`config.mk`:
```
export PLATFORM = sky130hd
export DESIGN_NAME = qspi_master
export DESIGN_NICKNAME = d
export VERILOG_FILES = /design/src/rtl/qspi_pkg.sv /design/src/rtl/qspi_clkgen.sv /design/src/rtl/qspi_lanes.sv /design/src/rtl/qspi_master.sv
export SDC_FILE = /design/constraint.sdc
export NUM_CORES = 1
export LEC_CHECK = 0
export ABC_AREA = 1
export BUFFER_PORTS_ARGS = -buffer_cell sky130_fd_sc_hd__buf_4
export CAP_MARGIN = 20
export CORE_UTILIZATION = 50
export CTS_CLUSTER_DIAMETER = 30
export DETAILED_ROUTE_END_ITERATION = 10
export PLACE_DENSITY = 0.72
export SLEW_MARGIN = 30
export SYNTH_ARGS = -nofsm -noshare
export SYNTH_HDL_FRONTEND = slang
export SYNTH_SLANG_ARGS = --single-unit
```
`constraint.sdc`:
```
create_clock -name clk -period 3.15 [get_ports clk]
set_clock_uncertainty 0.05 [all_clocks]
set_input_delay 0.315 -clock clk [delete_from_list [all_inputs] [get_ports clk]]
set_output_delay 0.315 -clock clk [all_outputs]
set_load 0.005 [all_outputs]
```
`src/rtl/qspi_pkg.sv`:
```
package qspi_pkg;

    typedef enum logic [1:0] {
        LANE1 = 2'd0,
        LANE2 = 2'd1,
        LANE4 = 2'd2
    } lane_t;

    typedef enum logic [2:0] {
        ST_IDLE,
        ST_CMD,
        ST_TURN,
        ST_DATA,
        ST_GAP
    } state_t;

    function automatic lane_t lane_of(input logic [1:0] m);
        case (m)
            2'd0:    return LANE1;
            2'd1:    return LANE2;
            default: return LANE4;
        endcase
    endfunction

    function automatic logic [3:0] lane_oe(input lane_t w);
        case (w)
            LANE2:   return 4'b0011;
            LANE4:   return 4'b1111;
            default: return 4'b0001;
        endcase
    endfunction

endpackage

```
`src/rtl/qspi_clkgen.sv`:
```
module qspi_clkgen #(
    parameter int DIV_W = 8
) (
    input  logic             clk,
    input  logic             rst_n,
    input  logic             run_i,
    input  logic [DIV_W-1:0] div_i,
    output logic             tick_o
);
    logic [DIV_W-1:0] cnt_d, cnt_q;
    logic [DIV_W-1:0] half;

    always_comb begin
        half = {1'b0, div_i[DIV_W-1:1]};
        if (half == '0) begin
            half = DIV_W'(1);
        end
        cnt_d  = cnt_q;
        tick_o = 1'b0;
        if (!run_i) begin
            cnt_d = '0;
        end else if (cnt_q >= half - DIV_W'(1)) begin
            cnt_d  = '0;
            tick_o = 1'b1;
        end else begin
            cnt_d = cnt_q + DIV_W'(1);
        end
    end

    always_ff @(posedge clk or negedge rst_n) begin
        if (!rst_n) begin
            cnt_q <= '0;
        end else begin
            cnt_q <= cnt_d;
        end
    end
endmodule

```
`src/rtl/qspi_lanes.sv`:
```
module qspi_lanes
    import qspi_pkg::*;
(
    input  lane_t       width_i,
    input  logic [7:0]  sh_i,
    input  logic [7:0]  rx_i,
    input  logic [3:0]  io_i,
    output logic [3:0]  io_o,
    output logic [7:0]  sh_next_o,
    output logic [7:0]  rx_next_o,
    output logic [2:0]  cyc_last_o
);
    always_comb begin
        case (width_i)
            LANE2: begin
                io_o       = {2'b00, sh_i[7:6]};
                sh_next_o  = {sh_i[5:0], 2'b00};
                rx_next_o  = {rx_i[5:0], io_i[1:0]};
                cyc_last_o = 3'd3;
            end
            LANE4: begin
                io_o       = sh_i[7:4];
                sh_next_o  = {sh_i[3:0], 4'b0000};
                rx_next_o  = {rx_i[3:0], io_i[3:0]};
                cyc_last_o = 3'd1;
            end
            default: begin
                io_o       = {3'b000, sh_i[7]};
                sh_next_o  = {sh_i[6:0], 1'b0};
                rx_next_o  = {rx_i[6:0], io_i[1]};
                cyc_last_o = 3'd7;
            end
        endcase
    end
endmodule

```
`src/rtl/qspi_master.sv`:
```
module qspi_master
    import qspi_pkg::*;
#(
    parameter int NUM_CS = 2,
    parameter int LEN_W  = 8,
    parameter int DIV_W  = 8,
    localparam int CS_W  = (NUM_CS > 1) ? $clog2(NUM_CS) : 1
) (
    input  logic              clk,
    input  logic              rst_n,
    input  logic              start_i,
    input  logic [1:0]        mode_i,
    input  logic              rd_i,
    input  logic [CS_W-1:0]   sel_i,
    input  logic [7:0]        cmd_i,
    input  logic [LEN_W-1:0]  len_i,
    input  logic [DIV_W-1:0]  div_i,
    input  logic [7:0]        tx_data_i,
    output logic              tx_pop_o,
    output logic [7:0]        rx_data_o,
    output logic              rx_valid_o,
    output logic              busy_o,
    output logic              done_o,
    output logic              sclk_o,
    output logic [NUM_CS-1:0] cs_n_o,
    output logic [3:0]        io_o,
    output logic [3:0]        io_oe_o,
    input  logic [3:0]        io_i
);
    typedef struct packed {
        state_t             state;
        logic               sclk;
        logic [NUM_CS-1:0]  cs_n;
        logic [7:0]         sh;
        logic [7:0]         rx;
        logic [2:0]         cyc;
        logic [LEN_W-1:0]   left;
        logic [3:0]         oe;
        lane_t              mode;
        logic               rd;
        logic [DIV_W-1:0]   div;
        logic               gap;
        logic               done_pend;
        logic               done;
        logic               rx_valid;
        logic               tx_pop;
    } regs_t;

    regs_t st_d, st_q;

    logic       tick;
    lane_t      cur_w;
    logic [7:0] sh_next;
    logic [7:0] rx_next;
    logic [2:0] cyc_last;
    logic       write_phase;
    logic       rx_phase;
    logic       finish;

    qspi_clkgen #(.DIV_W(DIV_W)) u_clkgen (
        .clk    (clk),
        .rst_n  (rst_n),
        .run_i  (st_q.state != ST_IDLE),
        .div_i  (st_q.div),
        .tick_o (tick)
    );

    assign cur_w = (st_q.state == ST_DATA) ? st_q.mode : LANE1;

    qspi_lanes u_lanes (
        .width_i    (cur_w),
        .sh_i       (st_q.sh),
        .rx_i       (st_q.rx),
        .io_i       (io_i),
        .io_o       (io_o),
        .sh_next_o  (sh_next),
        .rx_next_o  (rx_next),
        .cyc_last_o (cyc_last)
    );

    assign write_phase = (st_q.mode == LANE1) || !st_q.rd;
    assign rx_phase    = (st_q.mode == LANE1) || st_q.rd;

    always_comb begin
        st_d           = st_q;
        st_d.done      = st_q.done_pend;
        st_d.done_pend = 1'b0;
        st_d.rx_valid  = 1'b0;
        st_d.tx_pop    = 1'b0;
        finish         = 1'b0;

        case (st_q.state)
            ST_IDLE: begin
                if (start_i) begin
                    st_d.state = ST_CMD;
                    st_d.cs_n  = ~(NUM_CS'(1) << sel_i);
                    st_d.sh    = cmd_i;
                    st_d.oe    = 4'b0001;
                    st_d.cyc   = '0;
                    st_d.left  = len_i;
                    st_d.mode  = lane_of(mode_i);
                    st_d.rd    = rd_i;
                    st_d.div   = div_i;
                    st_d.sclk  = 1'b0;
                end
            end
            ST_CMD, ST_DATA: begin
                if (tick) begin
                    if (!st_q.sclk) begin
                        // rising edge: sample
                        st_d.sclk = 1'b1;
                        if (st_q.state == ST_DATA) begin
                            st_d.rx       = rx_next;
                            st_d.rx_valid = (st_q.cyc == cyc_last) && rx_phase;
                        end
                    end else begin
                        // falling edge: launch
                        st_d.sclk = 1'b0;
                        if (st_q.cyc != cyc_last) begin
                            st_d.sh  = sh_next;
                            st_d.cyc = st_q.cyc + 3'd1;
                        end else begin
                            st_d.cyc = '0;
                            if (st_q.state == ST_CMD) begin
                                if (st_q.left == '0) begin
                                    finish = 1'b1;
                                end else if (write_phase) begin
                                    st_d.sh     = tx_data_i;
                                    st_d.tx_pop = 1'b1;
                                    st_d.oe     = lane_oe(st_q.mode);
                                    st_d.state  = ST_DATA;
                                end else begin
                                    st_d.oe    = 4'b0000;
                                    st_d.state = ST_TURN;
                                end
                            end else begin
                                st_d.left = st_q.left - LEN_W'(1);
                                if (st_q.left == LEN_W'(1)) begin
                                    finish = 1'b1;
                                end else if (write_phase) begin
                                    st_d.sh     = tx_data_i;
                                    st_d.tx_pop = 1'b1;
                                end
                            end
                        end
                    end
                end
            end
            ST_TURN: begin
                if (tick) begin
                    st_d.state = ST_DATA;
                end
            end
            ST_GAP: begin
                if (tick) begin
                    if (st_q.gap) begin
                        st_d.state = ST_IDLE;
                    end else begin
                        st_d.gap = 1'b1;
                    end
                end
            end
            default: st_d.state = ST_IDLE;
        endcase

        if (finish) begin
            st_d.state     = ST_GAP;
            st_d.cs_n      = '1;
            st_d.oe        = 4'b0000;
            st_d.gap       = 1'b0;
            st_d.done_pend = 1'b1;
        end
    end

    always_ff @(posedge clk or negedge rst_n) begin
        if (!rst_n) begin
            st_q           <= '0;
            st_q.state     <= ST_IDLE;
            st_q.cs_n      <= '1;
            st_q.mode      <= LANE1;
            st_q.div       <= DIV_W'(2);
        end else begin
            st_q <= st_d;
        end
    end

    assign tx_pop_o   = st_q.tx_pop;
    assign rx_data_o  = st_q.rx;
    assign rx_valid_o = st_q.rx_valid;
    assign busy_o     = (st_q.state != ST_IDLE);
    assign done_o     = st_q.done;
    assign sclk_o     = st_q.sclk;
    assign cs_n_o     = st_q.cs_n;
    assign io_oe_o    = st_q.oe;
endmodule

```
======== Yosys cells after proc, flatten, opt, wreduce, memory -nomap -nowiden ========
Cells that the tools add are included.
W data, S select, Z words.
word-level totals
  flip-flop bits (word level) ............. 61
  input port bits ......................... 43
  output and inout bits ................... 23
  word-level logic and storage cells ...... 148
cells by class
  add/subtract/negate cells ............... 4
  order comparisons ....................... 1
  equal/unequal tests ..................... 28
  shift operators ......................... 1
  muxes and demuxes ....................... 68
  bitwise logic cells ..................... 2
  reduce and logical (&&, ||, !) cells .... 27
operators by type and width
  kind                   number
  $mux W8                11
  $pmux W8 S2            3
  $mux W31               1
  $pmux W15 S2           1
  $mux W3                9
  $ne A3 B3 Y1 const B   9
  $mux W26               1
  $mux W1                21
  $mux W4                5
  $pmux W4 S2            2
  $mux W15               1
  $mux W14               1
  $mux W12               1
  $mux W2                6
  $pmux W3 S4            1
  $reduce_and A6 Y1      2
  $ne A2 B2 Y1 const B   5
  $reduce_bool A2 Y1     5
  $reduce_and A9 Y1      1
  $add A8 B1 Y8 const B  1
  $eq A8 B1 Y1 const B   1
  $ge A8 B8 Y1           1
  $logic_not A8 Y1       1
  $ne A4 B4 Y1 const B   2
  29 further kinds       39

======== Depth between registers and ports, before layout ========
  word-level depth ........................ 11
  mapped depth ............................ 18

======== Hierarchy ========
From an unflattened synthesis, not the netlist that was laid out.
second synthesis, totals
  cells, all modules ...................... 563
  area, all modules ....................... 4117.7 µm²
modules (own cells, without submodules)
  module       instances  cells each  area an instance (µm²)  sequential area each (µm²)
  qspi_master  1          379         2959.1                  1305.0
  qspi_clkgen  1          101         728.2                   200.2
  qspi_lanes   1          83          430.4                   0.0

======== Worst setup path after synthesis ========
No wires, ideal clock.
  kind .................................... reg-to-reg
  start ................................... reg st_q[7] (netlist bit)
  end ..................................... reg st_q[42] (netlist bit)
  setup time .............................. 118 ps
  arrival time ............................ 2576 ps
  data required time ...................... 2982 ps
  setup slack ............................. 406 ps
  cell stages (with the launch flop) ...... 16
  period minus slack after synthesis ...... 2744 ps
  cell sequence ........................... dfrtp_1 > nor3_1 > a31oi_1 > ha_1 > nand3_1 > xor2_1 > inv_1 > ha_1 > nand2_1 > o21a_1 > nand2_1 > nand2_1 > a21oi_4 > nand2_2 > nand2_1 > nand2_1
between the ends
  word-level cells in the longest chain between the ends .. 8
RTL lines
  item                                  RTL line            RTL
  from (decl)                           qspi_master.sv:49   regs_t st_d, st_q;
  from (signal assigned)                qspi_master.sv:183  st_q <= st_d;
  $logic_not A7 Y1                      qspi_clkgen.sv:15   if (half == '0) begin
  $mux W7 *                             qspi_clkgen.sv:15
  $sub A7 B1 Y8 *                       qspi_clkgen.sv:22   end else if (cnt_q >= half - DIV_W'(1)) begin
  $ge A8 B8 Y1 *                        qspi_clkgen.sv:22
  $mux W1 *                             qspi_clkgen.sv:22
  $mux W1 *                             qspi_clkgen.sv:20   if (!run_i) begin
  $ne A2 B2 Y1 (no source line) *       --
  $reduce_and A6 Y1 (no source line) *  --
Every way passes the cells marked *; elsewhere a longest branch is shown, timed or not.
A chain may end at the register's enable or synchronous reset.

======== Worst setup path in the final report ========
Ends and elaborated chain as after synthesis.

==> metrics.md <==
| Metric | Value |
|---|---|
| Average cell area after synthesis | `7.24 um^2` |
| Share of layout cells above drive strength 1 | `0.205` |
| #FFs+latches synth | `59` |
| Period utilization | `0.927` |
| Multi-input gate area | `1930 um^2` |
| FF+latch area | `1480 um^2` |
| Sink Count | `59` |
| Syn Inst Count | `525` |
| NumNets Final | `650` |
| Pwr/cell area | `817 nW/um^2` |
| Worst hold path type | `in -> async` |
| Chip Width | `89.2 um` |
| Detailed Route Iter0 Violations | `138` |
| Synth cell types | `38` |
| Vias in the first global route | `3262` |
| Adder-cell share of the synthesized area | `0.0592` |
| GR Util met1 | `0.286` |
| Initial Util | `0.521` |
| Fillers | `700` |
| PnR worst setup slack | `0.231 ns` |
| Setup TNS | `0 ns` |
| Critical path class | `reg -> reg` |
| R2R Setup Slk | `0.23 ns` |
| Ys Warns | `0` |
| CTS buffer count | `9` |
| Min Hold Slack | `-0.0129 ns` |
| Largest family of logic cells by synthesized area | `simple AND/OR/NAND/NOR gates` |
| Failing checks | `negative hold slack` |
| Register area share after synthesis | `0.389` |
| Worst Path Arrival | `3.15 ns` |
| CTS Hold Buffers Added | `0` |
| Core area | `7290 um^2` |
| Compound-Gate Fraction of Synth Area | `0.106` |
| Simple-Gate Fraction of Synth Area | `0.304` |
| Routed via count | `3535` |
| DP HPWL | `6250 um` |
| Commonest non-fill, non-tap cells in the layout | `nand2_1, buf_4, inv_1` |
| Leak | `2.42 nW` |
| Worst-margin pin slew | `0.746 ns` |
| Skew-Pair Late Insertion Delay | `0.34 ns` |
| Mapped Nets | `586` |
| Crit. End Element | `register` |
| RSZ-0062 raised after global routing | `false` |
| Max H-tree Level | `3` |
| Remaining DRCs | `0` |
| Worst slew margin | `0.503` |
| Synth area leaders | `dfrtp_1, nand2_1, inv_1` |
| Number of diodes | `0` |
| Gr ovfl total | `0` |
| Top cell type by total area after synthesis | `dfrtp_1` |
| GR Util met3 | `0.0434` |
| Setup crit start kind | `register` |
| Initial antenna violation count | `0` |
| # IOs | `66` |
| Final Hold Vio Count | `9` |
| Max VDD drop | `0.000405 V` |
| First-pass GRT wire length | `14200 um` |
| Clk Tree Root Cell | `clkbuf_8` |
| Post-synth top flop | `dfrtp_1` |
| CTS max path bufs | `2` |
| FP Rows | `31` |
| Placer Congestion | `0.866` |
| Tot GR Track Use | `0.234` |
| Buffers added on ports | `64` |
| Worst-path fanout max | `9` |
| Total power draw | `3.76 mW` |
| Xor/xnor share of the synthesized area | `0.0322` |
| Total routed wirelength | `8580 um` |
| Area Growth Syn to Fin | `21.1%` |
| Initial DRT Pass Iterations | `4` |
| Clock slew at reported path FFs | `0.07 ns` |
| Die height | `89.2 um` |
| CTS tree | `built` |
| Antenna viol nets, final | `0` |
| Tmin final | `2.92 ns` |
| Routed length per instance | `12.4 um` |
| Max-slew violation count | `0` |
| Vias per cell | `5.10` |
| GRT Max-Usage Layer | `met2` |
| Post-synth ARST share | `1.00` |
| Largest net degree at the start of global routing | `60` |
| EDFF count, synth | `0` |
| Top cell type's share of synthesized area | `0.369` |
| Most common cell after layout, fill and taps aside | `nand2_1` |
| Synth Cell Area | `3800 um^2` |
| Status | `finished, violations left` |
| Req. time, crit path | `3.38 ns` |
| Post-Place Setup Slack | `0.0557 ns` |
| Final core utilization | `0.631` |
| Setup violators final | `0` |
| Mux cell area share after synthesis | `0` |
| Fraction of met2 tracks used by global routing | `0.402` |
| Die area | `7960 um^2` |
| Max Cap Viol | `0` |
| Max Fclk | `0.343 GHz` |
[path summary, 6_finish.rpt]
| path | start | end | depth (start not counted) |
|---|---|---|---|
| min in group clk | div_i[3] | st_q[8] | 3 |
| setup / recovery | st_q[7] | st_q[42] | 17 |
| setup reg to reg | st_q[7] | st_q[42] | 17 |
| hold reg to reg | st_d[2] | done_o | 0 |
| max in group asynchronous | rst_n | st_q[26] | 1 |
| hold / removal | rst_n | st_q[10] | 1 |
[flip-flops by register name, summed over array words and instances, names as in the netlist, 2 cells and up]
signal          count
cs_n_o              2
io_oe_o             3
rx_data_o           8
st_q               33
u_clkgen.cnt_q      8
[stage by stage]
step                      cell area, um^2  hold WS, ns  instances
after detailed placement             4330        0.286        674
after CTS                            4540       0.0181        690
after global routing                 4600       0.0532        693
final                                4600      -0.0129        693
after floorplan                      3800      -0.0306        525
after global placement               4330        0.287        674
[per-layer routing]
| layer | wire length, um | up-vias |
|---|---|---|
| met3 | 369 | 16 |
| met2 | 4150 | 86 |
| li1 | - | 1786 |
| met4 | 171 | 0 |
| met5 | 0 | - |
| met1 | 3890 | 1647 |
[cell usage after synthesis, types with 3 or more instances]
library cell,count
o22ai_1,5
nand2_1,163
dfstp_2,3
dfrtp_1,56
clkbuf_1,7
xnor2_1,5
nand3_1,39
o21ai_0,40
xor2_1,9
nor2_1,40
inv_1,61
a31oi_1,5
buf_4,14
inv_2,5
a21boi_0,4
ha_1,18
a21oi_1,10
or2_2,3
nand4_1,8
nor3_1,8
[worst max-delay path, cell delays in order, from the launching register on]
cell	delay, ns
dfrtp_1	0.41
nor3_2	0.23
a31oi_1	0.14
ha_1	0.25
nand3_1	0.11
xor2_1	0.15
inv_1	0.06
ha_1	0.27
nand2_1	0.06
nor2_1	0.14
nand2_1	0.10
nand2_2	0.12
inv_1	0.08
o21ai_0	0.21
nand2_2	0.20
nand2_4	0.15
nand2_1	0.06
nand2_1	0.06
[cell families (layout without fill, tap and decap cells)]
group / after synthesis / count (layout)
buffers and inverters: 92 / 160
flip-flops: 59 / 59
other: 1 / 1
AO/OA/AOI/OAI: 70 / 70
adder cells (fa/ha/maj): 18 / 18
XOR/XNOR: 14 / 14
AND/OR/NAND/NOR: 271 / 272
[cell type report]
cell class | instances | area share
multi-input combinational | 375 | 0.420
sequential | 59 | 0.321
timing repair buffer | 76 | 0.128
inverter | 68 | 0.0571
clock buffer | 12 | 0.0359
tap | 99 | 0.0269
clock inverter | 4 | 0.0103
[report_power, final]
| part | switching (mW) | internal, mW | leakage (nW) | total, mW |
|---|---|---|---|---|
| Clock | 0.302 | 0.427 | 0.108 | 0.729 |
| Combinational | 1.12 | 0.744 | 1.54 | 1.86 |
| Sequential | 0.182 | 0.986 | 0.768 | 1.17 |
| Total | 1.60 | 2.16 | 2.42 | 3.76 |
[timing repair]
item                       in CTS  in global routing
gates resized for setup         0                  9
setup endpoints to repair       0                 29
setup buffers                   0                  2
Note: power is estimated with default switching activity, not from simulation.
